--- src/rtl/pps_pkg.sv ---
package pps_pkg;
    localparam int NUM_PH = 4;

    typedef enum logic [1:0] {
        PH_Q1 = 2'd0,
        PH_Q2 = 2'd1,
        PH_Q3 = 2'd2,
        PH_Q4 = 2'd3
    } ph_e;

    // Sub-phase that follows the given one.
    function automatic ph_e ph_next(input ph_e p);
        return ph_e'(p + 2'd1);
    endfunction
endpackage

--- src/rtl/pps_phase_gen.sv ---
module pps_phase_gen
    import pps_pkg::*;
(
    input  logic              clk,
    input  logic              rst,
    output logic [NUM_PH-1:0] phase,
    output logic              cyc_clk,
    output logic              cyc_end
);
    ph_e ph_q;

    always_ff @(posedge clk) begin
        if (rst) ph_q <= PH_Q1;
        else     ph_q <= ph_next(ph_q);
    end

    for (genvar i = 0; i < NUM_PH; i++) begin : g_dec
        assign phase[i] = (ph_q == ph_e'(i));
    end

    assign cyc_clk = (ph_q == PH_Q3) || (ph_q == PH_Q4);
    assign cyc_end = (ph_q == PH_Q4);


    phase_onehot_chk: assert property (@(posedge clk) disable iff (rst)
        $countones(phase) == 1);

    phase_order_chk: assert property (@(posedge clk) disable iff (rst)
        phase[0] |=> phase[1]);

    cyc_clk_chk: assert property (@(posedge clk) disable iff (rst)
        cyc_clk |-> (phase[2] || phase[3]));
endmodule

--- src/rtl/pps_fetch.sv ---
module pps_fetch #(
    parameter int PC_W    = 21,
    parameter int IW      = 16,
    parameter int PC_STEP = 2
) (
    input  logic            clk,
    input  logic            rst,
    input  logic            cyc_end,
    input  logic [IW-1:0]   pm_data,
    input  logic            br_taken,
    input  logic [PC_W-1:0] br_tgt,
    output logic [PC_W-1:0] pc,
    output logic [IW-1:0]   ir,
    output logic            ir_valid
);
    localparam logic [PC_W-1:0] STEP = PC_W'(PC_STEP);

    logic redirect;
    assign redirect = ir_valid && br_taken;

    always_ff @(posedge clk) begin
        if (rst) begin
            pc       <= '0;
            ir       <= '0;
            ir_valid <= 1'b0;
        end else if (cyc_end) begin
            pc       <= redirect ? br_tgt : pc + STEP;
            ir       <= pm_data;
            ir_valid <= !redirect;
        end
    end


    pc_hold_chk: assert property (@(posedge clk) disable iff (rst)
        !cyc_end |=> $stable(pc));

    flush_chk: assert property (@(posedge clk) disable iff (rst)
        (cyc_end && ir_valid && br_taken) |=> !ir_valid);

    no_flush_chk: assert property (@(posedge clk) disable iff (rst)
        (cyc_end && !ir_valid) |=> ir_valid);
endmodule

--- src/rtl/pps_strobe.sv ---
module pps_strobe
    import pps_pkg::*;
(
    input  logic              clk,
    input  logic              rst,
    input  logic [NUM_PH-1:0] phase,
    input  logic              ir_valid,
    output logic              dm_rd,
    output logic              dm_wr
);
    assign dm_rd = ir_valid && phase[PH_Q2];
    assign dm_wr = ir_valid && phase[PH_Q4];


    rd_phase_chk: assert property (@(posedge clk) disable iff (rst)
        dm_rd |-> (phase[1] && !dm_wr));

    wr_phase_chk: assert property (@(posedge clk) disable iff (rst)
        dm_wr |-> (phase[3] && !dm_rd));
endmodule

--- src/rtl/phase_pipe_seq.sv ---
module phase_pipe_seq
    import pps_pkg::*;
#(
    parameter int PC_W    = 21,
    parameter int IW      = 16,
    parameter int PC_STEP = 2
) (
    input  logic            clk,
    input  logic            rst,
    output logic [PC_W-1:0] pm_addr,
    input  logic [IW-1:0]   pm_data,
    input  logic            br_taken,
    input  logic [PC_W-1:0] br_tgt,
    output logic [3:0]      phase,
    output logic            cyc_clk,
    output logic [IW-1:0]   ir,
    output logic            ir_valid,
    output logic            dm_rd,
    output logic            dm_wr
);
    logic cyc_end;

    pps_phase_gen u_ph (
        .clk     (clk),
        .rst     (rst),
        .phase   (phase),
        .cyc_clk (cyc_clk),
        .cyc_end (cyc_end)
    );

    pps_fetch #(.PC_W(PC_W), .IW(IW), .PC_STEP(PC_STEP)) u_fe (
        .clk      (clk),
        .rst      (rst),
        .cyc_end  (cyc_end),
        .pm_data  (pm_data),
        .br_taken (br_taken),
        .br_tgt   (br_tgt),
        .pc       (pm_addr),
        .ir       (ir),
        .ir_valid (ir_valid)
    );

    pps_strobe u_st (
        .clk      (clk),
        .rst      (rst),
        .phase    (phase),
        .ir_valid (ir_valid),
        .dm_rd    (dm_rd),
        .dm_wr    (dm_wr)
    );


    ir_hold_chk: assert property (@(posedge clk) disable iff (rst)
        !phase[3] |=> $stable(ir));

    valid_hold_chk: assert property (@(posedge clk) disable iff (rst)
        !phase[3] |=> $stable(ir_valid));
endmodule

--- config.mk ---
export PLATFORM = sky130hd
export DESIGN_NAME = phase_pipe_seq
export DESIGN_NICKNAME = d
export VERILOG_FILES = /design/src/rtl/pps_pkg.sv /design/src/rtl/pps_phase_gen.sv /design/src/rtl/pps_fetch.sv /design/src/rtl/pps_strobe.sv /design/src/rtl/phase_pipe_seq.sv
export SDC_FILE = /design/constraint.sdc
export NUM_CORES = 1
export LEC_CHECK = 0
export BUFFER_PORTS_ARGS = -buffer_cell sky130_fd_sc_hd__buf_4
export CELL_PAD_IN_SITES_DETAIL_PLACEMENT = 0
export CELL_PAD_IN_SITES_GLOBAL_PLACEMENT = 1
export CORE_ASPECT_RATIO = 2
export CORE_MARGIN = 2
export CORE_UTILIZATION = 35
export CTS_BUF_LIST = sky130_fd_sc_hd__clkbuf_4 sky130_fd_sc_hd__clkbuf_8
export CTS_CLUSTER_DIAMETER = 40
export DETAILED_ROUTE_END_ITERATION = 8
export GPL_TIMING_DRIVEN = 0
export HOLD_SLACK_MARGIN = 0.06
export PLACE_DENSITY = 0.87
export RECOVER_POWER = 100
export SLEW_MARGIN = 20
export SYNTH_ARGS = -nofsm -noshare
export SYNTH_HDL_FRONTEND = slang
export SYNTH_SLANG_ARGS = --single-unit
--- constraint.sdc ---
create_clock -name clk -period 2.9 [get_ports clk]
set_input_delay 0.58 -clock clk [delete_from_list [all_inputs] [get_ports clk]]
set_output_delay 0.58 -clock clk [all_outputs]
set_load 0.005 [all_outputs]
Word-level counts from Yosys, hierarchy flattened
Index checks and enable logic that the tools add are counted.
{"block": "totals", "register_bits": 40, "input_bits": 40, "out_inout_bits": 45, "word_cells": 16}
{"block": "op_classes", "add_sub_neg": 2, "n_eq_ne": 3, "n_mux": 1, "reduce_logical": 6}
{"operator": "$add A21 B2 Y21 const B", "n": 1}
{"operator": "$mux W21", "n": 1}
{"operator": "$eq A2 B2 Y1 const B", "n": 2}
{"operator": "$logic_and A1 B1 Y1", "n": 3}
{"operator": "$add A2 B1 Y2 const B", "n": 1}
{"operator": "$eq A2 B1 Y1 const B", "n": 1}
{"operator": "$logic_not A2 Y1", "n": 1}
{"operator": "$logic_not A1 Y1", "n": 1}
{"operator": "$logic_or A1 B1 Y1", "n": 1}

Depth between registers and ports, before layout
{"block": "depth", "ltp_word": 2, "mapped_depth": 7, "mapped_depth_nobuf": 5}

Hierarchy
From an unflattened synthesis, not the netlist that was laid out.
{"block": "unflattened", "cells_unflattened": 251, "hier_area_um2": 2074.5}
{"mod": "pps_fetch", "n_inst": 1, "cells_each": 237, "area_each_um2": 1940.6}
{"mod": "pps_phase_gen", "n_inst": 1, "cells_each": 12, "area_each_um2": 121.4}
{"mod": "pps_strobe", "n_inst": 1, "cells_each": 2, "area_each_um2": 12.5}

Worst setup path before layout
OpenSTA, ideal clock, no wires.
{"block": "synth_timing", "path_type": "register to register", "start": "register u_fe.pc[1]", "end": "register u_fe.pc[19]", "setup_ps": 74, "t_arrival_ps": 1961, "setup_slack_ps": 865, "stages_incl_launch_ff": 6, "synth_period_minus_slack_ps": 2035, "path_cell_list": "dfxtp_1 > ha_1 > nand3_4 > or4_4 > or4_1 > a31oi_1"}
{"block": "synth_between", "elab_chain_len": 2}
{"item": "start, declared", "line": "pps_fetch.sv:12", "text": "output logic [PC_W-1:0] pc,"}
{"item": "start signal, assigned", "line": "pps_fetch.sv:27", "text": "pc <= redirect ? br_tgt : pc + STEP;"}
{"item": "$add A21 B2 Y21", "line": "pps_fetch.sv:27"}
{"item": "$mux W21", "line": "pps_fetch.sv:27"}
Every way passes these cells.
A chain may end at the register's enable or synchronous reset.

Final worst setup path
{"block": "layout_timing", "start": "register u_ph.ph_q[0]", "end": "output dm_wr"}
{"block": "layout_between", "elab_chain_len": 2}
{"item": "start, declared", "line": "pps_phase_gen.sv:10", "text": "ph_e ph_q;"}
{"item": "start signal, assigned", "line": "pps_phase_gen.sv:14", "text": "else ph_q <= ph_next(ph_q);"}
{"item": "$eq A2 B2 Y1"}
{"item": "net cyc_end", "line": "phase_pipe_seq.sv:21", "text": "logic cyc_end;"}
{"item": "$logic_and A1 B1 Y1", "line": "pps_strobe.sv:12", "text": "assign dm_wr = ir_valid && phase[PH_Q4];"}
{"item": "end, declared", "line": "phase_pipe_seq.sv:19", "text": "output logic dm_wr"}
The timed path passes the listed nets, and every way through them passes these cells.

==> results by group <==
Floorplan
  – Die Wd: 58.7 um
  – Row cnt: 39
  – Core ar.: around 5800 um^2
  – Area of the die: ~6600 um^2
  – Starting Density: 0.363
  – IO Pins: 85
  – Die Y-Extent: 113 um

Final layout
  – Final non-filler cell total: around 410
  – Commonest non-fill, non-tap cells in the layout: 45 x clkbuf_4, 40 x dfxtp_1, 39 x buf_4
  – Post-route cell area: slightly below 3000 um^2
  – Nets: slightly below 400
  – Diode count: 0
  – Area grow syn2layout: 38.7%
  – Commonest non-fill, non-tap cell in the layout: clkbuf_4
  – Share of cells above drive strength 1: 0.290
  – Final core area utilization: 0.503

Clock tree
  – Worst-path clk slew: approximately 0.080 ns
  – Root Buffer: clkbuf_8
  – Cts repair resizes: 0
  – Clock buffer depth: 2
  – H-tree depth: 2
  – CTS Buf Count: 5
  – Hold_buf cts: 0
  – Clock sinks: 40
  – Setup Buffers After CTS: 0
  – CTS tree: yes
  – Clk_lat worst skew: roughly 0.3 ns

Worst setup path
  – CP Capture Type: output port
  – WP data required: between 2 and 2.5 ns
  – Crit start category: register
  – Arr. time, crit path: approximately 2.1 ns
  – CP Max Fanout: 10
  – Critical path type: register to output port

Power
  – Leakage: 1.13 nW
  – Clk pwr share: 0.378
  – Total power draw: between 1 and 1.5 mW
  – VDD IR max: around 0.00032 V
  – Pwr Density: around 430 nW/um^2
  – Net Sw Frac: 0.249
  – Internal cell power: approximately 0.93 mW
  – Comb pwr share: 0.145
  – Sequential share of power: 0.477
  – Switch Pwr: between 0.3 and 0.4 mW

Placement
  – HPWL reported at the end of detailed placement: 5120 um
  – Area after DPL: ~2800 um^2
  – Port bufs: 83
  – Placed cells: slightly below 400
  – Gpl congestion: 0.844
  – Post-Place Setup Slack: 0.249 ns

STA
  – Final Skew: roughly 0.0086 ns
  – Final hold violations: 0
  – Slew margin rel.: 0.549
  – Worst-Margin Slew: ~0.67 ns
  – Fin crit share: 0.936
  – Setup_tns: 0 ns
  – Final setup vio count: 0
  – RSZ-0062 raised after global routing: false
  – Highest clock rate: between 0.3 and 0.4 GHz
  – WHS: between 0.4 and 0.5 ns
  – Fin. max-slew vios: 0
  – Final WS setup: 0.185 ns
  – Minimum clock period: 2.72 ns

Logic synthesis
  – Net count after synthesis: 299
  – Synth area leaders: dfxtp_1 38%, mux2i_1 8.6%, nor2_1 4.7%
  – Post-synthesis sequential area ratio: 0.383
  – Unique masters post-synth: 40
  – Synth warnings: 0
  – Avg Inst Size Synth: 8.23 um^2
  – Cell Area, Synth: between 2000 and 2500 um^2
  – Synth area leader: dfxtp_1
  – Post-Synthesis Cells: roughly 250
  – Flop and latch count out of synthesis: 40
  – Post-synth top area share: 0.383

Routing
  – Routed vias: 2275
  – Final ANT Viol Nets: 0
  – Post-Route WL: approximately 6800 um
  – Wire per inst: roughly 17 um
  – DR iter-0 viols: around 70
  – TritonRoute pass-1 iters: 6
  – Via/cell ratio: between 5 and 6
  – # DRC: 4

Run
  – Max-Cap Viols: 0

Outcome
  – Outcome: finished, violations left
  – Failing checks: DRC

GRT
  – Initial antenna violation count: 0
  – Total grt overflow: 0
  – Total Routing Usage GR: 0.212
  – First-pass GRT wire length: approximately 11000 um
  – Largest net degree at the start of global routing: 13
  – Vias in the first global route: about 2300

Min path
  – Hold WC Path Type: register to register
state kept, by name (all words and copies together) (netlist names):
| signal | flops |
|---|---|
| u_ph.ph_q | 2 |
| u_fe.ir | 16 |
| u_fe.pc | 21 |
| u_fe.ir_valid | 1 |
critical path: stages, from the launching register on:
cell	delay [ns]
dfxtp_1	0.40
ha_1	0.27
clkbuf_1	0.42
clkbuf_1	0.43
and2_1	0.20
clkbuf_4	0.13
cell type report:
class,count,area (um^2)
Inverter,9,33.8
Clock inverter,2,35.0
Fill cell,613,2860
Tap cell,61,76.3
Sequential cell,40,801
Multi-Input combinational cell,187,1180
Clock buffer,6,76.3
Timing Repair Buffer,83,619
Buffer,18,72.6
metal layers:
| layer | vias to the layer above | GRT usage | wire, um |
|---|---|---|---|
| met5 | - | 0 | 0 |
| met4 | 0 | 0.0985 | 206 |
| met3 | 17 | 0.0366 | 382 |
| met2 | 85 | 0.390 | 3780 |
| met1 | 1060 | 0.224 | 2420 |
| li1 | 1113 | - | - |
power groups by stage:
stage | combinational (mW) | sequential (mW) | clock, mW
detailed placement | 0.184 | 0.604 | 0
global route | 0.197 | 0.595 | 0.494
CTS | 0.185 | 0.591 | 0.469
floorplan | 0.0803 | 0.601 | 0
global placement | 0.181 | 0.603 | 0
finish | 0.179 | 0.591 | 0.468
logic make-up after synthesis:
group / after synthesis / synth area share
adders and majority gates: 5 / 0.0299
muxes: 20 / 0.0969
DFF: 40 / 0.383
and+or+nand+nor: 102 / 0.249
AOI/OAI and AO/OA: 60 / 0.191
buffers and inverters: 27 / 0.0503
cells in the mapped netlist, drive strengths merged:
cell / number
dfxtp: 40
nor2: 26
nand2: 20
mux2i: 18
clkbuf: 16
a21oi: 13
nand3: 13
o21ai: 13
and3: 11
inv: 9
a31oi: 8
nand4: 6
nor3: 6
and2: 5
ha: 5
nor4: 5
o31ai: 5
o211ai: 4
a22oi: 3
a32o: 3
or3: 3
or4: 3
a211oi: 2
buf: 2
mux2: 2
o41ai: 2
or2: 2
a2111o: 1
a21bo: 1
a22o: 1
a311oi: 1
a32oi: 1
nand2b: 1
nor2b: 1
o211a: 1
o311ai: 1
final timing paths:
| check | startpoint | endpoint | slack (ns) | cells after the start |
|---|---|---|---|---|
| max | u_ph.ph_q[0] | dm_wr | 0.18 | 5 |
| min reg2reg | u_ph.ph_q[0] | u_ph.ph_q[0] | 0.47 | 1 |
| max reg2reg | u_fe.pc[1] | u_fe.pc[19] | 0.69 | 5 |
| min | u_ph.ph_q[0] | u_ph.ph_q[0] | 0.47 | 1 |
Note: power is estimated with default switching activity, not from simulation.
